===== src/rtl/psc_pkg.sv =====
package psc_pkg;

    typedef enum logic [1:0] {
        CH_CCM = 2'b00,
        CH_DE  = 2'b01,
        CH_OFF = 2'b10
    } chan_mode_t;

    typedef enum logic [1:0] {
        TM_VOLT_CURR = 2'b00,
        TM_VOLT_ONLY = 2'b01,
        TM_DISABLED  = 2'b10
    } telem_mode_t;

    typedef enum logic [1:0] {
        RS_FULL  = 2'b00,
        RS_LIGHT = 2'b01,
        RS_WAKE  = 2'b10
    } rail_state_t;

    typedef enum logic [1:0] {
        PL_NORMAL  = 2'b00,
        PL_LVL1    = 2'b01,
        PL_LVL0    = 2'b10,
        PL_LVL0_1  = 2'b11
    } power_level_t;

    typedef struct packed {
        logic tfn;
        logic core_sel;
        logic nb_sel;
    } telem_cmd_t;

    localparam int CORE_CHANNELS = 3;
    localparam int NB_CHANNELS   = 2;

    // Collapse the two active-low levels into one request
    function automatic power_level_t decode_level(input logic ps0_n, input logic ps1_n);
        case ({ps0_n, ps1_n})
            2'b00:   return PL_LVL0_1;
            2'b01:   return PL_LVL0;
            2'b10:   return PL_LVL1;
            default: return PL_NORMAL;
        endcase
    endfunction

    // Primary level dominates: only it sheds phases
    function automatic logic wants_light(input power_level_t lvl);
        return (lvl == PL_LVL0) || (lvl == PL_LVL0_1);
    endfunction

endpackage


===== src/rtl/psc_rail.sv =====
module psc_rail
    import psc_pkg::*;
#(
    parameter int NUM_CH = 3
) (
    input  logic                  clk,
    input  logic                  rst,
    input  logic                  commit,
    input  power_level_t          level,
    output logic [2*NUM_CH-1:0]   mode,
    output logic [NUM_CH-1:0]     en
);
    localparam logic [NUM_CH-1:0] ALL_EN = {NUM_CH{1'b1}};

    rail_state_t state_q, state_d;

    always_comb begin
        state_d = state_q;
        if (commit) begin
            if (wants_light(level))
                state_d = RS_LIGHT;
            else if (state_q == RS_LIGHT)
                state_d = RS_WAKE;
            else
                state_d = RS_FULL;
        end else if (state_q == RS_WAKE) begin
            state_d = RS_FULL;
        end
    end

    always_ff @(posedge clk) begin
        if (rst) state_q <= RS_FULL;
        else     state_q <= state_d;
    end

    // Channel 1 never tri-states; it only toggles between CCM and DE
    always_comb begin
        mode[1:0] = (state_q == RS_LIGHT) ? CH_DE : CH_CCM;
        en[0]     = 1'b1;
    end

    generate
        for (genvar i = 1; i < NUM_CH; i++) begin : g_upper
            always_comb begin
                mode[2*i+1:2*i] = (state_q == RS_FULL) ? CH_CCM : CH_OFF;
                en[i]           = (state_q == RS_FULL);
            end
        end
    endgenerate

    assert_shed_R2_R3: assert property (@(posedge clk) disable iff (rst)
        (commit && wants_light(level)) |=> (mode[1:0] == CH_DE && en == 1));

    assert_secondary_only_R4: assert property (@(posedge clk) disable iff (rst)
        (commit && level == PL_LVL1 && state_q != RS_LIGHT) |=> (en == ALL_EN));

    assert_wake_first_R5: assert property (@(posedge clk) disable iff (rst)
        (commit && !wants_light(level) && state_q == RS_LIGHT)
            |=> (en == 1 && mode[1:0] == CH_CCM));

    assert_wake_rest_R5: assert property (@(posedge clk) disable iff (rst)
        (state_q == RS_WAKE && !(commit && wants_light(level))) |=> (en == ALL_EN));

    assert_hold_R6: assert property (@(posedge clk) disable iff (rst)
        (!commit && state_q != RS_WAKE) |=> $stable(mode));

endmodule


===== src/rtl/psc_telem.sv =====
module psc_telem
    import psc_pkg::*;
(
    input  logic        clk,
    input  logic        rst,
    input  logic        commit,
    input  telem_cmd_t  cmd,
    output telem_mode_t tmode
);
    telem_mode_t tmode_d;

    always_comb begin
        tmode_d = tmode;
        if (commit && cmd.tfn) begin
            case ({cmd.core_sel, cmd.nb_sel})
                2'b01:   tmode_d = TM_VOLT_CURR;
                2'b00:   tmode_d = TM_VOLT_ONLY;
                2'b10:   tmode_d = TM_DISABLED;
                default: tmode_d = tmode;
            endcase
        end
    end

    always_ff @(posedge clk) begin
        if (rst) tmode <= TM_VOLT_CURR;
        else     tmode <= tmode_d;
    end

    assert_vi_R7: assert property (@(posedge clk) disable iff (rst)
        (commit && cmd == 3'b101) |=> (tmode == TM_VOLT_CURR));

    assert_v_R8: assert property (@(posedge clk) disable iff (rst)
        (commit && cmd == 3'b100) |=> (tmode == TM_VOLT_ONLY));

    assert_off_R9: assert property (@(posedge clk) disable iff (rst)
        (commit && cmd == 3'b110) |=> (tmode == TM_DISABLED));

    assert_reserved_R10: assert property (@(posedge clk) disable iff (rst)
        (commit && cmd == 3'b111) |=> $stable(tmode));

    assert_no_tfn_R11: assert property (@(posedge clk) disable iff (rst)
        (!commit || !cmd.tfn) |=> $stable(tmode));

endmodule


===== src/rtl/power_state_ctrl.sv =====
module power_state_ctrl
    import psc_pkg::*;
(
    input  logic                      clk,
    input  logic                      rst,
    input  logic                      commit,
    input  logic                      core_ps0_n,
    input  logic                      core_ps1_n,
    input  logic                      nb_ps0_n,
    input  logic                      nb_ps1_n,
    input  logic                      cmd_tfn,
    input  logic                      cmd_core_sel,
    input  logic                      cmd_nb_sel,
    output logic [2*CORE_CHANNELS-1:0] core_mode,
    output logic [CORE_CHANNELS-1:0]   core_en,
    output logic [2*NB_CHANNELS-1:0]   nb_mode,
    output logic [NB_CHANNELS-1:0]     nb_en,
    output logic [1:0]                 telem_mode
);
    power_level_t core_lvl, nb_lvl;
    telem_cmd_t   tcmd;
    telem_mode_t  tmode;

    assign core_lvl = decode_level(core_ps0_n, core_ps1_n);
    assign nb_lvl   = decode_level(nb_ps0_n, nb_ps1_n);
    assign tcmd     = '{tfn: cmd_tfn, core_sel: cmd_core_sel, nb_sel: cmd_nb_sel};

    psc_rail #(.NUM_CH(CORE_CHANNELS)) u_core (
        .clk(clk), .rst(rst), .commit(commit), .level(core_lvl),
        .mode(core_mode), .en(core_en)
    );

    psc_rail #(.NUM_CH(NB_CHANNELS)) u_nb (
        .clk(clk), .rst(rst), .commit(commit), .level(nb_lvl),
        .mode(nb_mode), .en(nb_en)
    );

    psc_telem u_telem (
        .clk(clk), .rst(rst), .commit(commit), .cmd(tcmd), .tmode(tmode)
    );

    assign telem_mode = tmode;

    assert_reset_R1: assert property (@(posedge clk)
        $past(rst) |-> (core_en == 3'b111 && nb_en == 2'b11 && telem_mode == 2'b00));

endmodule


===== config.mk =====
export PLATFORM = sky130hd
export DESIGN_NAME = power_state_ctrl
export DESIGN_NICKNAME = d
export VERILOG_FILES = /design/src/rtl/psc_pkg.sv /design/src/rtl/psc_rail.sv /design/src/rtl/psc_telem.sv /design/src/rtl/power_state_ctrl.sv
export SDC_FILE = /design/constraint.sdc
export NUM_CORES = 1
export LEC_CHECK = 0
export BUFFER_PORTS_ARGS = -buffer_cell sky130_fd_sc_hd__buf_2
export CAP_MARGIN = 20
export CELL_PAD_IN_SITES_DETAIL_PLACEMENT = 0
export CELL_PAD_IN_SITES_GLOBAL_PLACEMENT = 1
export CORE_MARGIN = 3
export CORE_UTILIZATION = 23
export CTS_BUF_LIST = sky130_fd_sc_hd__clkbuf_4 sky130_fd_sc_hd__clkbuf_8 sky130_fd_sc_hd__clkbuf_16
export CTS_CLUSTER_DIAMETER = 200
export DETAILED_ROUTE_END_ITERATION = 8
export GPL_ROUTABILITY_DRIVEN = 0
export PLACE_DENSITY = 0.78
export SLEW_MARGIN = 20
export SYNTH_ARGS = -nofsm -noshare
export SYNTH_HDL_FRONTEND = slang
export SYNTH_SLANG_ARGS = --single-unit
export TNS_END_PERCENT = 10

===== constraint.sdc =====
create_clock -name clk -period 0.9 [get_ports clk]
set_input_delay 0.045 -clock clk [delete_from_list [all_inputs] [get_ports clk]]
set_output_delay 0.045 -clock clk [all_outputs]
set_load 0.02 [all_outputs]

* After elaboration in Yosys (flattened, before gate mapping)
Cells that the tools add are included.
** Storage, ports and cells
- Flip-flop bits (word level) :: 6
- Input port bits :: 10
- Output and inout bits :: 17
- Word-level logic and storage cells :: 44
** Cells by class
- Equal/unequal tests :: 14
- Multiplexer cells :: 15
- Reduce and logical (&&, ||, !) cells :: 12
** Operators by type and width (number)
- $mux W2 :: 10
- $eq A2 B2 Y1 const B :: 9
- $pmux W2 S3 :: 3
- $eq A2 B1 Y1 const B :: 5
- $logic_not A2 Y1 :: 5
- $reduce_bool A2 Y1 :: 2
- $reduce_bool A3 Y1 :: 1
- $logic_or A1 B1 Y1 :: 2
- $mux W1 :: 2
- $reduce_and A2 Y1 :: 1
- $logic_and A1 B1 Y1 :: 1

* Longest topological paths before layout
- Depth after elaboration :: 6
- Depth in mapped cells :: 3
- Depth with buffers taken out :: 3

* Cells and area by module
A second synthesis with hierarchy kept.
** Unflattened totals
- Cells, all modules :: 49
- Area total of the unflattened synthesis :: 389.1 um^2
** Modules (own cells, without submodules)
- psc_rail (u_core) :: instances 1, cells each 19, area an instance 152.6 um^2, seq. area each 40.0 um^2
- psc_rail (u_nb) :: instances 1, cells each 16, area an instance 130.1 um^2, seq. area each 40.0 um^2
- psc_telem :: instances 1, cells each 10, area an instance 91.3 um^2, seq. area each 40.0 um^2
- power_state_ctrl :: instances 1, cells each 4, area an instance 15.0 um^2, seq. area each 0.0 um^2

* Least setup slack after synthesis
OpenSTA, ideal clock, no wires.
- Path type :: flip-flop to output port
- Start point :: register u_core.state_q[0]
- End point :: output core_en[2]
- Arrival time :: 1.018 ns
- Data required time :: 0.855 ns
- Path slack :: -0.163 ns
- Stages on the path, launching flop included :: 4
- Buffers on the path :: 1
- Path through :: dfxtp_1 or2_2 inv_1 buf_4
** On the way
- Cells in the longest elaborated chain, start to end :: 1
** RTL lines
- start: declaration :: RTL line psc_rail.sv:15 : rail_state_t state_q, state_d;
- start signal: assignment :: RTL line psc_rail.sv:33 : else state_q <= state_d;
- $logic_not A2 Y1
- end: declaration :: RTL line power_state_ctrl.sv:15 : output logic [CORE_CHANNELS-1:0] core_en,
Every way passes these cells.

* Worst setup path in the final report
- Start point :: register u_core.state_q[1]
- End point :: output core_en[2]
** On the way
- Cells in the longest elaborated chain, start to end :: 1
** RTL lines
- $logic_not A2 Y1 :: RTL line psc_rail.sv:46 : en[i] = (state_q == RS_FULL);
Every way passes these cells.

==> metrics.cfg <==
[global_route]
antenna_found_initial = 0
overflow = 0
grt_usage = 0.06594
grt_pass1_wl_um = 897
grt_pass1_vias = 253
grt_max_degree = 8

[timing]
max_freq_ghz = 0.9867
report.final.setup_viol = 8
fin_worst_skew_ps = 0.04119
timing.final.ws_setup_ps = -113.5
final.setup.tns_ps = -752.5
hold_viol_final = 0
drv_slew = 0
rsz0062_at_grt = yes
finalCriticalPeriod_ps = 1013
period_share = 1.126

[status]
status = finished with violations
violations = negative setup slack

[routing]
postRouteWirelength_um = 598
drt_iter0_drc = 2
ant_nets = 0
first_pass_iters = 2
dr_total_vias = 299
vias_per_cell = 4.096
routedWlPerCell_um = 8.192
drc = 0

[floorplan]
ios = 27
initial_utilization = 0.2523
rows = 13
core_area_mm2 = 0.001334
die-height_um = 44.26
dieArea_mm2 = 0.001959
fp.dieW_um = 44.26

[placement]
pre_cts_slack_ps = -8.417
portBuffers = 17
postPlaceCellArea_um2 = 396.6
place_hpwl_um = 484.3

[clocking]
path_clk_slew_ps = 40
clock_sinks = 6
postCtsHoldBufs = 0
root_buffer = clkbuf_4
htree_levels = 1
clk_latency_ps = 230
clockBufferDepth = 2
numCtsBuffers = 3
cts_tree = yes

[yosys]
ys_seq_elements = 6
yosysSeqAreaShare = 0.3569
synth_cells = 41
syn_area_per_cell_um2 = 8.209
yosysWarnings = 0
netlist_area_um2 = 336.6
synth_top_area_frac = 0.3569
ys_types = 16
synth.largest_area_cell = dfxtp_1
synthTopCellsByArea = dfxtp_1 36%, buf_4 20%, mux2_2 6.7%

[critical_path]
critPathMaxStageDelay_ps = 310
crit_path_top_delay_cell = dfxtp_2
cp_max_fo = 3
cp-end-kind = primary output
cp-start-kind = flop
cp.required_ps = 850
critPathKind = reg -> out
arrival_ps = 970
cp_cell_sequence = or2_4 -> inv_4 -> buf_6

[power]
cellLeakagePower_nw = 0.2311
p_total_w = 0.0007232
power_density_mw_per_mm2 = 1525
ir_worst_vdd_v = 0.0004396

[layout]
drive_gt1_frac = 0.5862
fin_util = 0.3555
area_growth_pct = 40.89
num_antenna_cells = 0
postLayoutCellArea_um2 = 474.2
fill_cells = 152
layout.nets = 70

[min_path]
min_path_type = in -> reg

[run]
cap_violations = 0

[cell families after synthesis]
| group | count (synthesis) | share of synthesized area |
|---|---|---|
| AND/OR/NAND/NOR | 15 | 0.2304 |
| buffers and inverters | 11 | 0.2230 |
| flip-flops | 6 | 0.3569 |
| AO/OA/AOI/OAI | 5 | 0.1004 |
| multiplexers | 2 | 0.06691 |
| other | 2 | 0.02231 |
[routing by layer]
metal | wire [µm] | part of all wire | up-vias | track usage
met5 | 0 | 0 | - | 0
met4 | 0 | 0 | 0 | 0.05422
met3 | 106 | 0.18 | 0 | 0.04472
met2 | 262 | 0.44 | 19 | 0.1017
met1 | 229 | 0.38 | 127 | 0.05897
li1 | - | - | 153 | -
[cell usage after synthesis]
| master | instances |
|---|---|
| or2_2 | 2 |
| o21ba_2 | 1 |
| nor2_1 | 4 |
| o2bb2ai_1 | 1 |
| nor2b_1 | 2 |
| o21ai_0 | 2 |
| a21oi_1 | 1 |
| nand2_1 | 3 |
| nor3b_1 | 2 |
| mux2_2 | 2 |
| buf_4 | 9 |
| dfxtp_1 | 6 |
| nor3_1 | 1 |
| nand2b_1 | 1 |
| conb_1 | 2 |
| inv_1 | 2 |
[per-stage QoR]
stage                     hold slack [ps]  std cells
after floorplan                     117.4         46
after global placement              305.6         69
after detailed placement            307.1         69
after CTS                           45.52         73
after global routing                61.82         73
final                               62.82         73
[placed cells by master (no fill, tap or decap)]
cell type and instances:
o21ai_0 2, inv_4 1, dfxtp_2 4, clkbuf_4 3, buf_6 4, nor2b_1 2
a21oi_1 1, nor3_1 1, o21ba_2 1, nor3b_2 2, o2bb2ai_1 1, nand2b_1 1
buf_2 11, or2_4 2, inv_2 1, nand2_1 3, buf_4 3, mux2_2 2
conb_1 7, dfxtp_1 2, nor2_1 4
[critical path: cells and delay by family (launching register included)]
kind,cells,cell delay (ps)
flip-flops,1,310
AND/OR/NAND/NOR,1,260
buffers and inverters,2,160
[worst paths after layout]
kind	cells after the start	slack (ps)	to	from
setup / recovery	3	-110	core_en[2]	u_core.state_q[1]
setup reg to reg	3	-50	u_core.state_q[1]	u_core.state_q[1]
hold reg to reg	2	470	u_telem.tmode[0]	u_telem.tmode[0]
hold / removal	2	60	u_core.state_q[1]	rst
[power breakdown]
part	switching (W)	leakage [nW]	internal (W)
sequential	0.00000728	0.0507	0.000280
clock	0.0000870	0.0138	0.000150
combinational	0.000114	0.167	0.0000845
[layout make-up]
class,instances,area (µm²),area share
Multi-Input combinational cell,29,175.2,0.3694
Sequential cell,6,125.1,0.2639
Timing Repair Buffer,18,122.6,0.2586
Clock buffer,3,22.52,0.04749
Tap cell,15,18.77,0.03958
Inverter,2,10.01,0.02111
[timing repair]
| item | in CTS | in global routing |
|---|---|---|
| pin swaps | 1 | 0 |
| endpoints found under the hold margin | 0 | 0 |
| endpoints found under the setup margin | 10 | 9 |
| buffers inserted | 1 | 0 |
| resized for setup | 17 | 1 |
[state kept, by name, indices dropped and copies added, names as in the netlist]
register	flops
u_telem.tmode	2
u_core.state_q	2
u_nb.state_q	2
Power figures use the tool's default switching activity.
